### config.mk
export PLATFORM = sky130hd
export DESIGN_NAME = sram_access_ctrl
export DESIGN_NICKNAME = d
export VERILOG_FILES = /design/src/rtl/sram_ctrl_pkg.sv /design/src/rtl/sram_wait_timer.sv /design/src/rtl/sram_pin_drive.sv /design/src/rtl/sram_rsp_capture.sv /design/src/rtl/sram_access_ctrl.sv
export SDC_FILE = /design/constraint.sdc
export NUM_CORES = 1
export LEC_CHECK = 0
export ABC_AREA = 1
export CORE_MARGIN = 2
export CORE_UTILIZATION = 35
export CTS_CLUSTER_SIZE = 25
export DETAILED_ROUTE_END_ITERATION = 10
export DONT_BUFFER_PORTS = 1
export SLEW_MARGIN = 20
export SYNTH_ARGS = -nofsm -noshare
export SYNTH_HDL_FRONTEND = slang
export SYNTH_SLANG_ARGS = --single-unit
### constraint.sdc
create_clock -name clk -period 1.6 [get_ports clk]
set_input_delay 0.08 -clock clk [delete_from_list [all_inputs] [get_ports clk]]
set_output_delay 0.08 -clock clk [all_outputs]
set_load 0.01 [all_outputs]
### src/rtl/sram_ctrl_pkg.sv
package sram_ctrl_pkg;

   typedef enum logic [2:0] {
      ST_IDLE  = 3'd0,
      ST_READ  = 3'd1,
      ST_WRITE = 3'd2,
      ST_WHOLD = 3'd3,
      ST_TURN  = 3'd4
   } ctl_state_t;

   function automatic int unsigned max3(input int unsigned a, input int unsigned b,
                                        input int unsigned c);
      int unsigned m;
      m = (a > b) ? a : b;
      return (m > c) ? m : c;
   endfunction

   function automatic int unsigned cnt_bits(input int unsigned maxval);
      return (maxval < 2) ? 1 : $clog2(maxval + 1);
   endfunction

endpackage

### src/rtl/sram_wait_timer.sv
module sram_wait_timer #(
   parameter int unsigned CNT_W = 4
) (
   input  logic             clk,
   input  logic             rst_n,
   input  logic             load,
   input  logic [CNT_W-1:0] load_val,
   output logic             done
);
   logic [CNT_W-1:0] cnt_q;

   always_ff @(posedge clk or negedge rst_n) begin
      if (!rst_n)
         cnt_q <= '0;
      else if (load)
         cnt_q <= load_val;
      else if (cnt_q != '0)
         cnt_q <= cnt_q - 1'b1;
   end

   assign done = (cnt_q == '0);
endmodule

### src/rtl/sram_pin_drive.sv
module sram_pin_drive
   import sram_ctrl_pkg::*;
#(
   parameter int unsigned ADDR_W = 17,
   parameter int unsigned DATA_W = 8
) (
   input  logic              clk,
   input  logic              rst_n,
   input  ctl_state_t        nxt_state,
   input  logic              accept,
   input  logic [ADDR_W-1:0] req_addr,
   input  logic [DATA_W-1:0] req_wdata,
   output logic              mem_cs_n,
   output logic              mem_cs,
   output logic              mem_we_n,
   output logic              mem_oe_n,
   output logic [ADDR_W-1:0] mem_addr,
   output logic [DATA_W-1:0] mem_dq_out,
   output logic              mem_dq_oe
);
   logic sel_d, we_d, oe_d, drv_d;

   always_comb begin
      sel_d = (nxt_state == ST_READ) || (nxt_state == ST_WRITE) || (nxt_state == ST_WHOLD);
      we_d  = (nxt_state == ST_WRITE);
      oe_d  = (nxt_state == ST_READ);
      drv_d = (nxt_state == ST_WRITE) || (nxt_state == ST_WHOLD);
   end

   always_ff @(posedge clk or negedge rst_n) begin
      if (!rst_n) begin
         mem_cs_n  <= 1'b1;
         mem_cs    <= 1'b0;
         mem_we_n  <= 1'b1;
         mem_oe_n  <= 1'b1;
         mem_dq_oe <= 1'b0;
      end else begin
         mem_cs_n  <= !sel_d;
         mem_cs    <= sel_d;
         mem_we_n  <= !we_d;
         mem_oe_n  <= !oe_d;
         mem_dq_oe <= drv_d;
      end
   end

   always_ff @(posedge clk or negedge rst_n) begin
      if (!rst_n) begin
         mem_addr   <= '0;
         mem_dq_out <= '0;
      end else if (accept) begin
         mem_addr   <= req_addr;
         mem_dq_out <= req_wdata;
      end
   end
endmodule

### src/rtl/sram_rsp_capture.sv
module sram_rsp_capture #(
   parameter int unsigned DATA_W = 8
) (
   input  logic              clk,
   input  logic              rst_n,
   input  logic              rd_fire,
   input  logic              wr_fire,
   input  logic [DATA_W-1:0] mem_dq_in,
   output logic              rsp_valid,
   output logic [DATA_W-1:0] rsp_rdata
);
   always_ff @(posedge clk or negedge rst_n) begin
      if (!rst_n) begin
         rsp_valid <= 1'b0;
         rsp_rdata <= '0;
      end else begin
         rsp_valid <= rd_fire || wr_fire;
         if (rd_fire)
            rsp_rdata <= mem_dq_in;
      end
   end
endmodule

### src/rtl/sram_access_ctrl.sv
module sram_access_ctrl
   import sram_ctrl_pkg::*;
#(
   parameter int unsigned ADDR_W   = 17,
   parameter int unsigned DATA_W   = 8,
   parameter int unsigned RD_CYC   = 2,
   parameter int unsigned WR_CYC   = 2,
   parameter int unsigned TURN_CYC = 1
) (
   input  logic              clk,
   input  logic              rst_n,
   input  logic              req_valid,
   input  logic              req_write,
   input  logic [ADDR_W-1:0] req_addr,
   input  logic [DATA_W-1:0] req_wdata,
   output logic              req_ready,
   output logic              rsp_valid,
   output logic [DATA_W-1:0] rsp_rdata,
   output logic              mem_cs_n,
   output logic              mem_cs,
   output logic              mem_we_n,
   output logic              mem_oe_n,
   output logic [ADDR_W-1:0] mem_addr,
   output logic [DATA_W-1:0] mem_dq_out,
   output logic              mem_dq_oe,
   input  logic [DATA_W-1:0] mem_dq_in
);
   localparam int unsigned MAX_CYC = max3(RD_CYC, WR_CYC, TURN_CYC);
   localparam int unsigned CNT_W   = cnt_bits(MAX_CYC);
   localparam logic [CNT_W-1:0] RD_LD   = CNT_W'(RD_CYC - 1);
   localparam logic [CNT_W-1:0] WR_LD   = CNT_W'(WR_CYC - 1);
   localparam logic [CNT_W-1:0] TURN_LD = CNT_W'(TURN_CYC - 1);

   generate
      if (ADDR_W < 1 || ADDR_W > 32) begin : g_bad_addr
         $error("ADDR_W must be 1..32");
      end
      if (DATA_W < 1) begin : g_bad_data
         $error("DATA_W must be at least 1");
      end
      if (RD_CYC < 1 || WR_CYC < 1 || TURN_CYC < 1) begin : g_bad_wait
         $error("every wait count must be at least 1");
      end
   endgenerate

   ctl_state_t       state_q, state_d;
   logic             accept;
   logic             tmr_load, tmr_done;
   logic [CNT_W-1:0] tmr_val;
   logic             rd_fire, wr_fire;

   assign req_ready = (state_q == ST_IDLE);
   assign accept    = req_ready && req_valid;

   always_comb begin
      state_d  = state_q;
      tmr_load = 1'b0;
      tmr_val  = '0;
      rd_fire  = 1'b0;
      wr_fire  = 1'b0;
      case (state_q)
         ST_IDLE: begin
            if (req_valid) begin
               tmr_load = 1'b1;
               if (req_write) begin
                  state_d = ST_WRITE;
                  tmr_val = WR_LD;
               end else begin
                  state_d = ST_READ;
                  tmr_val = RD_LD;
               end
            end
         end
         ST_READ: begin
            if (tmr_done) begin
               rd_fire  = 1'b1;
               state_d  = ST_TURN;
               tmr_load = 1'b1;
               tmr_val  = TURN_LD;
            end
         end
         ST_WRITE: begin
            if (tmr_done)
               state_d = ST_WHOLD;
         end
         ST_WHOLD: begin
            wr_fire = 1'b1;
            state_d = ST_IDLE;
         end
         ST_TURN: begin
            if (tmr_done)
               state_d = ST_IDLE;
         end
         default: state_d = ST_IDLE;
      endcase
   end

   always_ff @(posedge clk or negedge rst_n) begin
      if (!rst_n)
         state_q <= ST_IDLE;
      else
         state_q <= state_d;
   end

   sram_wait_timer #(.CNT_W(CNT_W)) u_timer (
      .clk      (clk),
      .rst_n    (rst_n),
      .load     (tmr_load),
      .load_val (tmr_val),
      .done     (tmr_done)
   );

   sram_pin_drive #(.ADDR_W(ADDR_W), .DATA_W(DATA_W)) u_pins (
      .clk        (clk),
      .rst_n      (rst_n),
      .nxt_state  (state_d),
      .accept     (accept),
      .req_addr   (req_addr),
      .req_wdata  (req_wdata),
      .mem_cs_n   (mem_cs_n),
      .mem_cs     (mem_cs),
      .mem_we_n   (mem_we_n),
      .mem_oe_n   (mem_oe_n),
      .mem_addr   (mem_addr),
      .mem_dq_out (mem_dq_out),
      .mem_dq_oe  (mem_dq_oe)
   );

   sram_rsp_capture #(.DATA_W(DATA_W)) u_rsp (
      .clk       (clk),
      .rst_n     (rst_n),
      .rd_fire   (rd_fire),
      .wr_fire   (wr_fire),
      .mem_dq_in (mem_dq_in),
      .rsp_valid (rsp_valid),
      .rsp_rdata (rsp_rdata)
   );
endmodule

==> flow_summary.json <==
{
  "crit_fanout": 5,
  "rows": 25,
  "preCtsSetupSlack_ps": 252,
  "leakage_nw": 1.20,
  "crit_required_ps": 1790,
  "crit_start": "state_q[1]",
  "worstMarginPinSlew_ps": 323,
  "place_hpwl_mm": 2.27,
  "max_freq_mhz": 739,
  "p_per_area_nw_per_um2": 1880,
  "avgSynthCellArea_sq_um": 9.34,
  "die_w_um": 75.4,
  "synth_cell_types": 19,
  "placed_area_sq_um": 1830,
  "drtIter0Drc": 42,
  "fin_cells": 298,
  "port_buffers": 0,
  "seq_area_frac_synth_pct": 61.9,
  "antenna_cells": 0,
  "overflow": 0,
  "status": "finished clean",
  "grt_pass1_vias": 1356,
  "clockRootBuffer": "clkbuf_8",
  "mostFrequentLayoutCell": "nand2_1",
  "area_delta_synth_final_pct": 30.2,
  "post-route-min-period_ps": 1350,
  "m1WireLength_mm": 1.53,
  "antenna_left": 0,
  "drive_gt1_share_pct": 9.09,
  "rr_worst_depth": 3,
  "grt_max_degree": 45,
  "clk_latency_ps": 290,
  "ys_warn_count": 0,
  "finalSetupTns_ps": 0,
  "maxCapViolations": 0,
  "fin_crit_sh_pct": 84.6,
  "h-tree-depth": 2,
  "track_usage_pct": 13.8,
  "path_clk_slew_ps": 80,
  "ios": 77,
  "finalHoldViolCount": 0,
  "slew_headroom_pct": 78.4,
  "routed.top_layer": "met4",
  "synth_fp_nets": 229,
  "drt-pass1-iter-count": 4,
  "cp.arrival_ps": 1550,
  "r2r-start": "state_q[1]",
  "r2r_end": "u_pins.mem_dq_oe",
  "finalNetCount": 268,
  "rsz0062_at_grt": "false",
  "most-common-layout-cells": "87 x nand2_1, 41 x dfrtp_1, 36 x dlygate4sd3_1",
  "drc": 0,
  "place_congestion": 0.757,
  "timing.final.ws_setup_ps": 246,
  "antenna_found_initial": 0,
  "syn-cell-area_sq_um": 1780,
  "cts_sinks": 44,
  "via_per_inst": 4.54,
  "total_power_mw": 4.36,
  "wl_met3_um": 269,
  "grt_pass1_wl_mm": 5.88,
  "wire_per_inst_um": 12.3,
  "cts_buffer_depth": 2,
  "finClkSkew_ps": 6.39,
  "wl_mm": 3.65,
  "critPathCapture": "u_pins.mem_dq_oe",
  "hp-class": "input pin to register",
  "syn_inst": 191,
  "dp_cells": 253,
  "cts_tree": "done",
  "vias": 1353,
  "synth_seq_cells": 44,
  "cp-end-kind": "register",
  "numCtsBuffers": 5,
  "met2_length_mm": 1.79,
  "die_y_um": 75.4,
  "slew_viol_final": 0,
  "reg2reg_slack_ps": 250,
  "initial_core_util_pct": 37.0,
  "vdd.ir_drop.worst_mv": 0.690,
  "path_class": "register to register",
  "core-area_sq_um": 4820,
  "dieArea_sq_um": 5690,
  "final_area_sq_um": 2320,
  "cp-start-kind": "register",
  "final-setup-viol-count": 0
}
## what timing repair did
action / in CTS / in global routing
buffers inserted: 0 / 0
endpoints found under the setup margin: 0 / 0
gates resized for setup: 0 / 0
endpoints found under the hold margin: 78 / 0
hold buffers: 37 / 0
## routing by layer
| layer | global-route usage, % | vias to the layer above |
|---|---|---|
| met1 | 15.3 | 642 |
| met2 | 23.8 | 49 |
| met4 | 6.04 | 0 |
| met5 | 0 | - |
| li1 | - | 656 |
| met3 | 5.03 | 6 |
## worst min-delay path by stage
stage / from / end / slack, ps / cells past startpoint
2_1_floorplan: rst_n / state_q[0] / -220 / 0
3_3_place_gp: rst_n / u_rsp.rsp_rdata[0] / -210 / 0
3_5_place_dp: rst_n / u_rsp.rsp_rdata[0] / -210 / 0
4_1_cts: req_valid / u_pins.mem_cs / 10 / 3
5_1_grt: req_valid / u_pins.mem_cs / 20 / 3
6_report: req_valid / u_pins.mem_cs / 20 / 3
## power by group
part	leakage [nW]	switching [mW]	internal (mW)	total, mW
clock	0.0552	0.365	0.463	0.828
combinational	0.607	0.757	0.495	1.25
sequential	0.538	0.602	1.68	2.28
total	1.20	1.72	2.63	4.36
## sequential cells by signal, summed over array words and instances, names as in the netlist
register           cells
u_pins.mem_addr       17
u_pins.mem_dq_out      8
u_rsp.rsp_rdata        8
state_q                3
u_timer.cnt_q          2
u_pins.mem_cs          1
u_pins.mem_cs_n        1
u_pins.mem_dq_oe       1
u_pins.mem_oe_n        1
u_pins.mem_we_n        1
u_rsp.rsp_valid        1
## cell families (layout without fill, tap and decap cells)
kind of cell | count (synthesis) | count (layout) | share of synthesized area, %
flip-flops | 44 | 44 | 61.9
AO/OA/AOI/OAI | 12 | 12 | 3.58
AND/OR/NAND/NOR | 111 | 111 | 26.8
buffers and inverters | 23 | 63 | 7.01
adder cells (fa/ha/maj) | 1 | 1 | 0.701
## cell usage after synthesis
master / number / share of area, %
nand2_1: 87 / 18
nand3_4: 1 / 0.98
dfstp_2: 3 / 4.4
inv_2: 1 / 0.21
nand4_1: 2 / 0.70
nand2_2: 2 / 0.70
a21oi_1: 2 / 0.56
inv_1: 16 / 3.4
o21ai_0: 9 / 2.5
buf_2: 1 / 0.28
nand2_4: 2 / 1.3
buf_6: 5 / 3.2
ha_1: 1 / 0.70
nor3_1: 1 / 0.28
a21o_2: 1 / 0.49
dfrtp_1: 41 / 58
nand3_1: 5 / 1.4
nor2_4: 2 / 1.3
nor2_1: 9 / 1.9
## through the flow
| step | hold slack (ps) | utilization, % |
|---|---|---|
| final | 24.6 | 48.2 |
| after global routing | 18.0 | 48.2 |
| after CTS | 12.8 | 48.2 |
| after detailed placement | -215 | 37.9 |
| after global placement | -215 | 37.9 |
| after floorplan | -216 | - |
## final cells by class
type | instances | area (sq um)
flip-flops and latches | 44 | 1100
fillers | 457 | 2490
multi-input cells | 124 | 554
clock buffers | 6 | 72.6
clock inverters | 2 | 35.0
repair buffers | 38 | 408
well taps | 67 | 83.8
inverters | 17 | 63.8
## worst max-delay path: stages, from the launching register on
cell and delay, ps:
dfrtp_1 450, a21oi_1 190, dlygate4sd3_1 570, nor2_1 40
No activity file was read; power rests on OpenSTA's default activity.
